<file path="src/rtl/hz_pkg.sv">
`timescale 1ns/1ps
package hz_pkg;

    typedef enum logic [2:0] {
        CLS_NOP    = 3'd0,
        CLS_ALU    = 3'd1,
        CLS_LOAD   = 3'd2,
        CLS_STORE  = 3'd3,
        CLS_BRANCH = 3'd4
    } op_cls_e;

    typedef enum logic [1:0] {
        BYP_RF  = 2'b00,
        BYP_MEM = 2'b01,
        BYP_WB  = 2'b10
    } byp_sel_e;

    // Per-operand match against producers in later stages
    typedef struct packed {
        logic ex_alu;
        logic ex_load;
        logic mem_alu;
        logic mem_load;
    } dep_hits_t;

    function automatic logic cls_reads_a(op_cls_e c);
        case (c)
            CLS_ALU, CLS_LOAD, CLS_STORE, CLS_BRANCH: return 1'b1;
            default:                                  return 1'b0;
        endcase
    endfunction

    function automatic logic cls_reads_b(op_cls_e c);
        case (c)
            CLS_ALU, CLS_STORE, CLS_BRANCH: return 1'b1;
            default:                        return 1'b0;
        endcase
    endfunction

    function automatic logic cls_writes(op_cls_e c);
        case (c)
            CLS_ALU, CLS_LOAD: return 1'b1;
            default:           return 1'b0;
        endcase
    endfunction

endpackage

</file>
<file path="src/rtl/hz_dep_match.sv">
`timescale 1ns/1ps
module hz_dep_match
    import hz_pkg::*;
#(
    parameter int REG_AW = 5
) (
    input  logic [REG_AW-1:0] src,
    input  logic              used,
    input  op_cls_e           ex_cls,
    input  logic [REG_AW-1:0] ex_rd,
    input  op_cls_e           mem_cls,
    input  logic [REG_AW-1:0] mem_rd,
    output dep_hits_t         hits
);

    logic live;
    logic ex_hit;
    logic mem_hit;

    // Register 0 is hard-wired and never a dependence
    assign live    = used && (src != '0);
    assign ex_hit  = live && cls_writes(ex_cls)  && (ex_rd  == src);
    assign mem_hit = live && cls_writes(mem_cls) && (mem_rd == src);

    always_comb begin
        hits          = '0;
        hits.ex_alu   = ex_hit  && (ex_cls  == CLS_ALU);
        hits.ex_load  = ex_hit  && (ex_cls  == CLS_LOAD);
        hits.mem_alu  = mem_hit && (mem_cls == CLS_ALU);
        hits.mem_load = mem_hit && (mem_cls == CLS_LOAD);
    end

endmodule

</file>
<file path="src/rtl/hz_stall_decide.sv">
`timescale 1ns/1ps
module hz_stall_decide
    import hz_pkg::*;
(
    input  logic      fwd_en,
    input  op_cls_e   dec_cls,
    input  dep_hits_t hits_a,
    input  dep_hits_t hits_b,
    output logic      stall
);

    dep_hits_t any;
    logic      is_branch;
    logic      stall_fwd;
    logic      stall_nofwd;

    assign any       = hits_a | hits_b;
    assign is_branch = (dec_cls == CLS_BRANCH);

    // Bypassed: loads cost a cycle; branch compare in decode also waits
    // for an ALU result still in execute or load data still in memory
    assign stall_fwd = any.ex_load
                     || (is_branch && (any.ex_alu || any.mem_load));

    // No bypass: wait until the producer is in writeback
    assign stall_nofwd = any.ex_alu || any.ex_load
                      || any.mem_alu || any.mem_load;

    assign stall = fwd_en ? stall_fwd : stall_nofwd;

endmodule

</file>
<file path="src/rtl/hz_bypass_reg.sv">
`timescale 1ns/1ps
module hz_bypass_reg
    import hz_pkg::*;
(
    input  logic     clk,
    input  logic     rst,
    input  logic     fwd_en,
    input  logic     stall,
    input  logic     from_ex,
    input  logic     from_mem,
    output byp_sel_e sel
);

    byp_sel_e nxt;

    // The producer now in execute will be in memory next cycle; the
    // producer now in memory will be in writeback. Nearer one wins.
    always_comb begin
        nxt = BYP_RF;
        if (fwd_en && !stall) begin
            if (from_ex)
                nxt = BYP_MEM;
            else if (from_mem)
                nxt = BYP_WB;
        end
    end

    always_ff @(posedge clk) begin
        if (rst)
            sel <= BYP_RF;
        else
            sel <= nxt;
    end

    p_bubble_rf_r8: assert property (@(posedge clk) disable iff (rst)
        $past(stall) |-> (sel == BYP_RF));

    p_nofwd_rf_r5: assert property (@(posedge clk) disable iff (rst)
        !$past(fwd_en) |-> (sel == BYP_RF));

    p_mem_first_r7: assert property (@(posedge clk) disable iff (rst)
        $past(fwd_en && !stall && from_ex && from_mem) |-> (sel == BYP_MEM));

    p_code_legal_r2: assert property (@(posedge clk) disable iff (rst)
        sel != byp_sel_e'(2'b11));

endmodule

</file>
<file path="src/rtl/hz_ctrl.sv">
`timescale 1ns/1ps
module hz_ctrl
    import hz_pkg::*;
#(
    parameter int REG_AW = 5
) (
    input  logic              clk,
    input  logic              rst,
    input  logic              fwd_en,
    input  logic [2:0]        dec_cls,
    input  logic [REG_AW-1:0] dec_rs1,
    input  logic [REG_AW-1:0] dec_rs2,
    input  logic [2:0]        ex_cls,
    input  logic [REG_AW-1:0] ex_rd,
    input  logic [2:0]        mem_cls,
    input  logic [REG_AW-1:0] mem_rd,
    output logic              if_hold,
    output logic              ex_bubble,
    output logic [1:0]        byp_a,
    output logic [1:0]        byp_b
);

    localparam int N_OPND = 2;

    op_cls_e           dcls, ecls, mcls;
    logic [REG_AW-1:0] src   [N_OPND];
    logic              used  [N_OPND];
    dep_hits_t         hits  [N_OPND];
    byp_sel_e          sel   [N_OPND];
    logic              stall;

    assign dcls = op_cls_e'(dec_cls);
    assign ecls = op_cls_e'(ex_cls);
    assign mcls = op_cls_e'(mem_cls);

    assign src[0]  = dec_rs1;
    assign src[1]  = dec_rs2;
    assign used[0] = cls_reads_a(dcls);
    assign used[1] = cls_reads_b(dcls);

    generate
        for (genvar g = 0; g < N_OPND; g++) begin : g_opnd
            hz_dep_match #(.REG_AW(REG_AW)) u_match (
                .src     (src[g]),
                .used    (used[g]),
                .ex_cls  (ecls),
                .ex_rd   (ex_rd),
                .mem_cls (mcls),
                .mem_rd  (mem_rd),
                .hits    (hits[g])
            );

            hz_bypass_reg u_byp (
                .clk      (clk),
                .rst      (rst),
                .fwd_en   (fwd_en),
                .stall    (stall),
                .from_ex  (hits[g].ex_alu),
                .from_mem (hits[g].mem_alu || hits[g].mem_load),
                .sel      (sel[g])
            );
        end
    endgenerate

    hz_stall_decide u_stall (
        .fwd_en  (fwd_en),
        .dec_cls (dcls),
        .hits_a  (hits[0]),
        .hits_b  (hits[1]),
        .stall   (stall)
    );

    assign if_hold   = stall;
    assign ex_bubble = stall;
    assign byp_a     = sel[0];
    assign byp_b     = sel[1];

    p_load_use_hold_r3: assert property (@(posedge clk) disable iff (rst)
        (fwd_en && ecls == CLS_LOAD && ex_rd != '0
         && ((cls_reads_a(dcls) && dec_rs1 == ex_rd)
          || (cls_reads_b(dcls) && dec_rs2 == ex_rd))) |-> if_hold);

    p_branch_alu_hold_r4: assert property (@(posedge clk) disable iff (rst)
        (fwd_en && dcls == CLS_BRANCH && ecls == CLS_ALU && ex_rd != '0
         && (dec_rs1 == ex_rd || dec_rs2 == ex_rd)) |-> if_hold);

    p_nofwd_mem_hold_r5: assert property (@(posedge clk) disable iff (rst)
        (!fwd_en && cls_writes(mcls) && mem_rd != '0
         && cls_reads_a(dcls) && dec_rs1 == mem_rd) |-> if_hold);

    p_r0_no_bypass_r6: assert property (@(posedge clk) disable iff (rst)
        (dec_rs1 == '0) |=> (byp_a == BYP_RF));

    p_alu_chain_free_r2: assert property (@(posedge clk) disable iff (rst)
        (fwd_en && dcls == CLS_ALU && ecls != CLS_LOAD) |-> !if_hold);

endmodule

</file>
<file path="config.mk">
export PLATFORM = sky130hd
export DESIGN_NAME = hz_ctrl
export DESIGN_NICKNAME = d
export VERILOG_FILES = /design/src/rtl/hz_pkg.sv /design/src/rtl/hz_dep_match.sv /design/src/rtl/hz_stall_decide.sv /design/src/rtl/hz_bypass_reg.sv /design/src/rtl/hz_ctrl.sv
export SDC_FILE = /design/constraint.sdc
export NUM_CORES = 1
export LEC_CHECK = 0
export ABC_AREA = 1
export BUFFER_PORTS_ARGS = -buffer_cell sky130_fd_sc_hd__buf_4
export CAP_MARGIN = 0
export CORE_UTILIZATION = 45
export DETAILED_ROUTE_END_ITERATION = 8
export HOLD_SLACK_MARGIN = 0.02
export PLACE_DENSITY = 0.86
export REMOVE_ABC_BUFFERS = 1
export SYNTH_ARGS = -nofsm -noshare
export SYNTH_HDL_FRONTEND = slang
export SYNTH_HIERARCHICAL = 1
export SYNTH_SLANG_ARGS = --single-unit
export TNS_END_PERCENT = 10
</file>
<file path="constraint.sdc">
create_clock -name clk -period 1.4 [get_ports clk]
set_input_delay 0.07 -clock clk [delete_from_list [all_inputs] [get_ports clk]]
set_output_delay 0.07 -clock clk [all_outputs]
set_load 0.05 [all_outputs]
</file>
# ---- Word-level counts from Yosys, hierarchy flattened
# Index checks and enable logic that the tools add are counted.
dict set report classes {
  eq_ne 12
  muxes 9
  n_bitwise 2
  reduce_logical 37
}
# operator count
set ops {}
lappend ops {{$eq A5 B5 Y1} 4}
lappend ops {{$logic_and A1 B1 Y1} 20}
lappend ops {{$eq A3 B2 Y1 const B} 4}
lappend ops {{$reduce_bool A5 Y1} 2}
lappend ops {{$eq A3 B1 Y1 const B} 3}
lappend ops {{$reduce_or A3 Y1} 3}
lappend ops {{$logic_or A1 B1 Y1} 7}
lappend ops {{$mux W1} 7}
lappend ops {{$reduce_or A2 Y1} 3}
lappend ops {{$mux W2} 2}
lappend ops {{$or A4 B4 Y4} 1}
lappend ops {{$reduce_or A4 Y1} 1}
lappend ops {{$eq A3 B3 Y1 const B} 1}
lappend ops {{$logic_not A1 Y1} 1}
lappend ops {{$not A1 Y1} 1}
dict set report word_totals {
  register_bits 4
  wordCells 64
}

# ---- Logic depth before layout (Yosys ltp)
# Gate-level depths: netlist (run 1).
dict set report depth {
  ltp_word 16
  depth_mapped 13
  depth_no_buf 13
}

# ---- Hierarchy
# The synthesis (run 1) kept the hierarchy.
# mod n_inst cells_each area_each_um2 seq_area_each_um2
set modules_own_cells {}
lappend modules_own_cells {hz_dep_match 2 64 266.5 0.0}
lappend modules_own_cells {hz_bypass_reg 2 9 72.6 40.0}
lappend modules_own_cells {hz_stall_decide 1 16 61.3 0.0}
lappend modules_own_cells {hz_ctrl 1 10 47.5 0.0}

# ---- Worst setup path after synthesis (run 1)
# OpenSTA, ideal clock, no wires.
dict set report synth_path {
  path_kind {in2out}
  start {in dec_cls[1]}
  end {out if_hold}
  arrival_time_ps 1425
  path_slack_ps -95
  stages 10
  cell_sequence {nor2_1 > nand2_1 > nand2_1 > nand3_1 > nor3_1 > nor2_1 > nand2_1 > nand2_1 > nand2_1 > buf_4}
}
# item line_no
set synth_lines {}
lappend synth_lines {{start: declaration} hz_ctrl.sv:10} ;# input logic [2:0] dec_cls,
lappend synth_lines {{end: declaration} hz_ctrl.sv:17} ;# output logic if_hold,

==> impl_metrics.yaml, run 1 <==
cells_and_area:
  top_register: "g_opnd.u_byp/sel"
  n_antenna_cell: 0
  largest_reg_flops: 4
  drive_gt1_share_pct: 34.1
  largest_registers: "g_opnd.u_byp/sel (4)"
  layout_commonest_cell: "sky130_fd_sc_hd__nand2_1"
  final-seq-area_sq_um: 80.1
  number_of_filler_instances_in_the_final_layout: 123
  multi_input_area_sq_um: 638
  design.final.nets: 245
  layout_common_cells: "62 x sky130_fd_sc_hd__nand2_1, 36 x sky130_fd_sc_hd__inv_1, 29 x sky130_fd_sc_hd__buf_4, 19 x sky130_fd_sc_hd__nor2_1"
  area.growth.synth_to_final_pct: 56.8
power_and_ir_drop:
  power.ir.vdd_worst_mv: 0.179
  power_frac_comb_pct: 50.4
  internal_power_mw: 0.331
  fin_total_pwr_mw: 0.513
  switch_pwr_mw: 0.182
  power_per_cell_area_nw_per_um2: 416
  pwr-share-clk_pct: 27.3
  p_seq_share_pct: 22.3
  power.leakage_nw: 0.733
  power.switching_fraction_pct: 35.5
timing:
  final.min_clock_period_ns: 1.40
  max_slew.worst_pin.slew_ns: 0.202
  finalSetupTns_ns: -0.00426
  finalWorstSetupSlack_ns: -0.00239
  layout_worst_path_cycle_share_pct: 100
  max_slew_margin_pct: 86.5
  fmax_mhz: 713
  hold_viol_final: 0
  timing.final.max_slew_violations: 0
  finalSetupViolCount: 2
  holdWs_ns: 0.107
clocking:
  cts_tree: "built"
  worst_setup_hold_path_clk_slew_ns: 0.04
  post-cts-setup-buffers: 0
  clock_sinks: 4
  cts_root_buf: "sky130_fd_sc_hd__clkbuf_4"
  cts_max_level: 1
  total_clock_buffers_created_by_cts: 3
  cts-root-to-sink-buffers: 2
worst_hold_path:
  holdCritPathClass: "input pin to register"
  min_to: "g_opnd[1].u_byp/sel[0]"
  hold_path.startpoint: "rst"
  worst_hold_path.num_cells: 4
logic_synthesis:
  yosysUniqueCellTypes: 14
  syn-mean-instance-area_sq_um: 4.58
  syn_area_sq_um: 787
  synth_cells: 172
  synth-seq-cells: 4
  synthesis.yosys.warnings: 6
  synth_sequential_area_ratio_pct: 10.2
route:
  first_pass_iters: 7
  drt-wirelength-per-cell_um: 9.87
  postRouteAntennaNets: 0
  drt-initial-drc-count: 27
  drc_errors: 3
  detailroute.via_count: 1082
  route.detailed.vias_per_inst: 4.77
  detail_route.wirelength_mm: 2.24
placed_design:
  hpwl_mm: 1.65
  io_buffer_count: 37
  globalplace.congestion: 0.829
global_routing:
  grt_antenna_before_repair: 0
  grt_pass1_wl_mm: 3.08
  overflow: 0
  maximum_number_of_pins_on_one_net_before_global_route_repair: 5
  vias_in_the_first_global_route: 843
  overall_routing_resource_usage_pct: 20.4
run:
  drv_cap: 0
floorplan:
  core.rowCount: 14
  chipHeight_um: 43.8
  placeableCoreArea_sq_um: 1580
  floorplan.io_pins: 38
  initial_core_util_pct: 49.9
  die_area_sq_um: 1920
  die_x_um: 43.8
setup_path:
  critPathCaptureType: "output port"
  arrival_ns: 1.33
  worst-path-max-fanout: 4
  timing.critical_path.required_ns: 1.33
  timing.critical_path.from_type: "input pin"
  critical_path_class: "input pin to output port"
status:
  failing_checks: "design-rule violations, negative setup slack"
  run_status: "finished, violations left"
## critical path, cell delays in order
cell,delay (ns)
sky130_fd_sc_hd__buf_4,0.12
sky130_fd_sc_hd__nor2_1,0.09
sky130_fd_sc_hd__nand2_1,0.08
sky130_fd_sc_hd__nand2_1,0.10
sky130_fd_sc_hd__nand3_1,0.13
sky130_fd_sc_hd__nor3_1,0.22
sky130_fd_sc_hd__inv_1,0.08
sky130_fd_sc_hd__nand2_1,0.10
sky130_fd_sc_hd__a21oi_1,0.06
sky130_fd_sc_hd__nand2_2,0.12
sky130_fd_sc_hd__buf_8,0.16
## timing repair
| item | 4_1_cts | 5_1_grt |
|---|---|---|
| setup endpoints to repair | 0 | 2 |
| gates resized for setup | 0 | 37 |
| hold buffers | 0 | 0 |
## synthesized netlist by cell type, drive strengths merged
cell,count,area share (%)
buf,1,0.95
inv,42,20
dfxtp,4,10
nand2,69,33
a21oi,1,0.64
o21ai,1,0.64
xnor2,4,4.5
nor2,24,11
nand3b,2,1.9
nand3,14,10
nor3,8,5.1
or2,2,1.6
## metrics by stage
stage	cell area, sq um	instances	util, %	setup WS, ns
after floorplan	779	171	-	-0.386
after global placement	1080	224	68.3	0.0926
after detailed placement	1080	224	68.3	0.0245
after CTS	1100	227	69.8	0.0151
after global routing	1230	227	78.3	-0.149
final	1230	227	78.3	-0.00239
## power by group through the flow
stage / Clock, mW / Combinational, mW / Sequential (mW)
global placement: 0 / 0.213 / 0.116
detailed placement: 0 / 0.222 / 0.116
CTS: 0.144 / 0.223 / 0.115
floorplan: 0 / 0.108 / 0.117
finish: 0.140 / 0.259 / 0.115
global route: 0.149 / 0.286 / 0.114
## kinds of logic after synthesis
family | count (synthesis) | share of synthesized area [%]
xor gates and xnor gates | 4 | 4.45
buffers and inverters | 43 | 21.0
AOI/OAI and AO/OA | 2 | 1.27
DFF | 4 | 10.2
and+or+nand+nor | 119 | 63.1
## cell type report
type | count | area share [%]
inverters | 42 | 12.8
repair buffers | 37 | 25.6
multi-input cells | 125 | 51.7
flip-flops and latches | 4 | 6.49
well taps | 16 | 1.62
clock buffers | 3 | 1.83
## worst max-delay path by stage
stage / startpoint / to / slack [ns] / cells past startpoint
finish: dec_cls[1] / ex_bubble / -0.002 / 11
global route: dec_cls[1] / ex_bubble / -0.15 / 11
CTS: dec_cls[1] / ex_bubble / 0.02 / 11
detailed placement: dec_cls[1] / ex_bubble / 0.02 / 11
global placement: dec_cls[1] / ex_bubble / 0.09 / 11
floorplan: dec_cls[1] / g_opnd[1].u_byp/sel[0] / -0.39 / 12
## per-layer routing
| layer | part of all wire, % | vias to the layer above | wire (um) | GRT usage, % |
|---|---|---|---|---|
| li1 | - | 579 | - | - |
| met1 | 42 | 463 | 936 | 24.2 |
| met2 | 54 | 38 | 1200 | 39.7 |
| met3 | 3.8 | 2 | 86 | 0 |
| met4 | 0.63 | 0 | 14 | 5.63 |
| met5 | 0 | - | 0 | 0 |
Power figures use the tool's default switching activity.
==> run 2: changes to the inputs <==
--- a/config.mk
+++ b/config.mk
@@ -8,13 +8,13 @@
 export ABC_AREA = 1
 export BUFFER_PORTS_ARGS = -buffer_cell sky130_fd_sc_hd__buf_4
 export CAP_MARGIN = 0
-export CORE_UTILIZATION = 45
+export CORE_UTILIZATION = 44
+export CTS_BUF_LIST = sky130_fd_sc_hd__clkbuf_4
 export DETAILED_ROUTE_END_ITERATION = 8
 export HOLD_SLACK_MARGIN = 0.02
-export PLACE_DENSITY = 0.86
+export PLACE_DENSITY = 0.89
 export REMOVE_ABC_BUFFERS = 1
 export SYNTH_ARGS = -nofsm -noshare
 export SYNTH_HDL_FRONTEND = slang
-export SYNTH_HIERARCHICAL = 1
 export SYNTH_SLANG_ARGS = --single-unit
 export TNS_END_PERCENT = 10
==> run 2 against run 1 <==
Effect of this change: the flow now finishes without violations; die area down 17%; sequential power about the same; clock power about the same; critical path depth unchanged; critical path type unchanged; critical endpoint is now if_hold.
==> impl_metrics.yaml, run 2 <==
power_and_ir_drop:
  power.ir.vdd_worst_mv: 0.229
  p_seq_share_pct: 23.8
  power_frac_comb_pct: 46.9
  internal_power_mw: 0.325
  power_per_cell_area_nw_per_um2: 465
  switch_pwr_mw: 0.157
  power.leakage_nw: 0.605
  pwr-share-clk_pct: 29.3
  power.switching_fraction_pct: 32.6
route:
  drt-initial-drc-count: 19
  postRouteAntennaNets: 0
  detail_route.wirelength_mm: 1.79
  drt-wirelength-per-cell_um: 10.2
  route.detailed.vias_per_inst: 4.93
  drc_errors: 0
  first_pass_iters: 4
  detailroute.via_count: 862
timing:
  hold_viol_final: 0
  final.min_clock_period_ns: 1.36
  max_slew_margin_pct: 78.1
  rsz_0062_raised_after_global_routing: "true"
  fmax_mhz: 736
  max_slew.worst_pin.slew_ns: 0.326
  finalSetupViolCount: 0
  timing.final.max_slew_violations: 0
  layout_worst_path_cycle_share_pct: 97.0
  finalSetupTns_ns: 0
cells_and_area:
  layout_commonest_cell: "sky130_fd_sc_hd__nand2_1"
  largest_reg_flops: 4
  drive_gt1_share_pct: 38.8
  fin_util_pct: 78.6
  n_antenna_cell: 0
  area.growth.synth_to_final_pct: 63.6
  layout_common_cells: "40 x sky130_fd_sc_hd__nand2_1, 35 x sky130_fd_sc_hd__buf_4, 18 x sky130_fd_sc_hd__inv_1, 15 x sky130_fd_sc_hd__nor2_1, 6 x sky130_fd_sc_hd__xnor2_1"
  largest_registers: "g_opnd.u_byp.sel (4)"
  design.final.nets: 194
  top_register: "g_opnd.u_byp.sel"
logic_synthesis:
  synth_sequential_area_ratio_pct: 12.6
  synthesis.yosys.warnings: 0
  synth_compound_area_share_pct: 2.37
  synthArstFlopShare_pct: 0
  synth-seq-cells: 4
  synth-xor-area-share_pct: 15.2
  yosys_top_cell_by_area: "sky130_fd_sc_hd__nand2_1"
  synth.top_cell.area_share_pct: 24.3
  yosysUniqueCellTypes: 16
  synth_cells: 119
  syn-mean-instance-area_sq_um: 5.32
  combinational_family_with_the_most_area_after_synthesis: "simple AND/OR/NAND/NOR gates"
  synthSimpleGateAreaFrac_pct: 54.3
  synth_enable_flop_cells: 0
  postSynth.topFlopCell: "sky130_fd_sc_hd__dfxtp_1"
  synthMuxAreaShare_pct: 0
  post-synth-top-count-cell: "sky130_fd_sc_hd__nand2_1"
  synth_area_leaders: "sky130_fd_sc_hd__nand2_1 24%, sky130_fd_sc_hd__dfxtp_1 13%, sky130_fd_sc_hd__inv_1 11%, sky130_fd_sc_hd__xnor2_1 11%, sky130_fd_sc_hd__nor2_1 9.5%"
  yosys-top-cells-count: "41 x sky130_fd_sc_hd__nand2_1, 19 x sky130_fd_sc_hd__inv_1, 16 x sky130_fd_sc_hd__nor2_1, 8 x sky130_fd_sc_hd__xnor2_1, 6 x sky130_fd_sc_hd__nand3_1"
  syn_area_sq_um: 633
  synth-adder-area-share_pct: 0
clocking:
  total_clock_buffers_created_by_cts: 3
  cts_tree: "built"
  clock_sinks: 4
  cts_hold_buffers: 0
  cts-root-to-sink-buffers: 2
  cts_root_buf: "sky130_fd_sc_hd__clkbuf_4"
  worst_setup_hold_path_clk_slew_ns: 0.03
  cts_max_level: 1
global_routing:
  overflow: 0
  grt_antenna_before_repair: 0
  overall_routing_resource_usage_pct: 22.6
  vias_in_the_first_global_route: 713
  maximum_number_of_pins_on_one_net_before_global_route_repair: 5
  grt_pass1_wl_mm: 2.48
status:
  run_status: "completed"
setup_path:
  timing.critical_path.required_ns: 1.33
  crit_end: "if_hold"
  arrival_ns: 1.29
  critical_path_class: "input pin to output port"
  timing.critical_path.from_type: "input pin"
  worst-path-max-fanout: 4
  critPathLaunch: "dec_rs1[2]"
  critPathCaptureType: "output port"
placed_design:
  io_buffer_count: 37
  globalplace.congestion: 0.862
  hpwl_mm: 1.44
floorplan:
  placeableCoreArea_sq_um: 1320
  die_x_um: 39.9
  initial_core_util_pct: 48.1
  die_area_sq_um: 1590
  chipHeight_um: 39.9
  floorplan.io_pins: 38
  core.rowCount: 13
run:
  drv_cap: 0
worst_hold_path:
  holdCritPathClass: "input pin to register"
==> run 2: logic make-up after synthesis <==
logic type      count (synthesis)
simple gates                   77
buf+inv                        25
flops                           4
compound gates                  2
xor+xnor                       11
==> run 2: routing by layer <==
metal  up-vias  part of all wire (%)  GRT usage (%)
met5         -                     0              0
met4         0                   2.1           7.76
met3         7                   5.2           1.67
met2        37                    56           48.4
met1       372                    37           21.4
li1        446                     -              -
==> run 2: power groups by stage <==
stage | Sequential [mW] | Clock [mW] | Combinational, mW
6_report | 0.115 | 0.141 | 0.226
5_1_grt | 0.115 | 0.154 | 0.248
4_1_cts | 0.115 | 0.142 | 0.208
3_5_place_dp | 0.116 | 0 | 0.207
3_3_place_gp | 0.116 | 0 | 0.199
2_1_floorplan | 0.117 | 0 | 0.101
==> run 2: metrics by stage <==
step                setup WS [ns]  total power [mW]  cell area (sq um)  hold slack (ns)  std cells
floorplan                  -0.121             0.218                626            0.267        118
global placement           0.0980             0.316                922            0.368        170
detailed placement         0.0513             0.323                922            0.372        170
CTS                        0.0513             0.464                945            0.131        173
global route              -0.0361             0.518               1040            0.149        175
finish                     0.0415             0.482               1040            0.130        175
==> run 2: area by class of cell <==
class	count	area, sq um
timing repair buffer	39	319
tap	15	18.8
inverter	24	92.6
clock buffer	3	22.5
multi-input combinational	90	503
fill	100	282
sequential	4	80.1
==> run 2: how the worst min path moves through the flow <==
stage	from	endpoint	cells past startpoint
2_1_floorplan	rst	g_opnd[0].u_byp.sel[1]	3
6_report	rst	g_opnd[0].u_byp.sel[1]	4
3_3_place_gp	rst	g_opnd[0].u_byp.sel[1]	4
4_1_cts	rst	g_opnd[0].u_byp.sel[1]	4
3_5_place_dp	rst	g_opnd[0].u_byp.sel[1]	4
5_1_grt	rst	g_opnd[0].u_byp.sel[1]	4
==> run 2: worst max-delay path, cell delays in order <==
cell and delay (ns):
sky130_fd_sc_hd__buf_4 0.13, sky130_fd_sc_hd__xnor2_2 0.15, sky130_fd_sc_hd__nand3_1 0.12, sky130_fd_sc_hd__nor2_2 0.16
sky130_fd_sc_hd__nand3_2 0.13, sky130_fd_sc_hd__nand3_2 0.09, sky130_fd_sc_hd__nand2_1 0.05, sky130_fd_sc_hd__nand2_1 0.08
sky130_fd_sc_hd__nand2_2 0.08, sky130_fd_sc_hd__nand2_4 0.08, sky130_fd_sc_hd__buf_8 0.14
==> run 2: repair_timing <==
item                                    4_1_cts  5_1_grt
endpoints found under the setup margin        0        2
buffers inserted                              0        2
resized for setup                             0       18
endpoints found under the hold margin         0        0
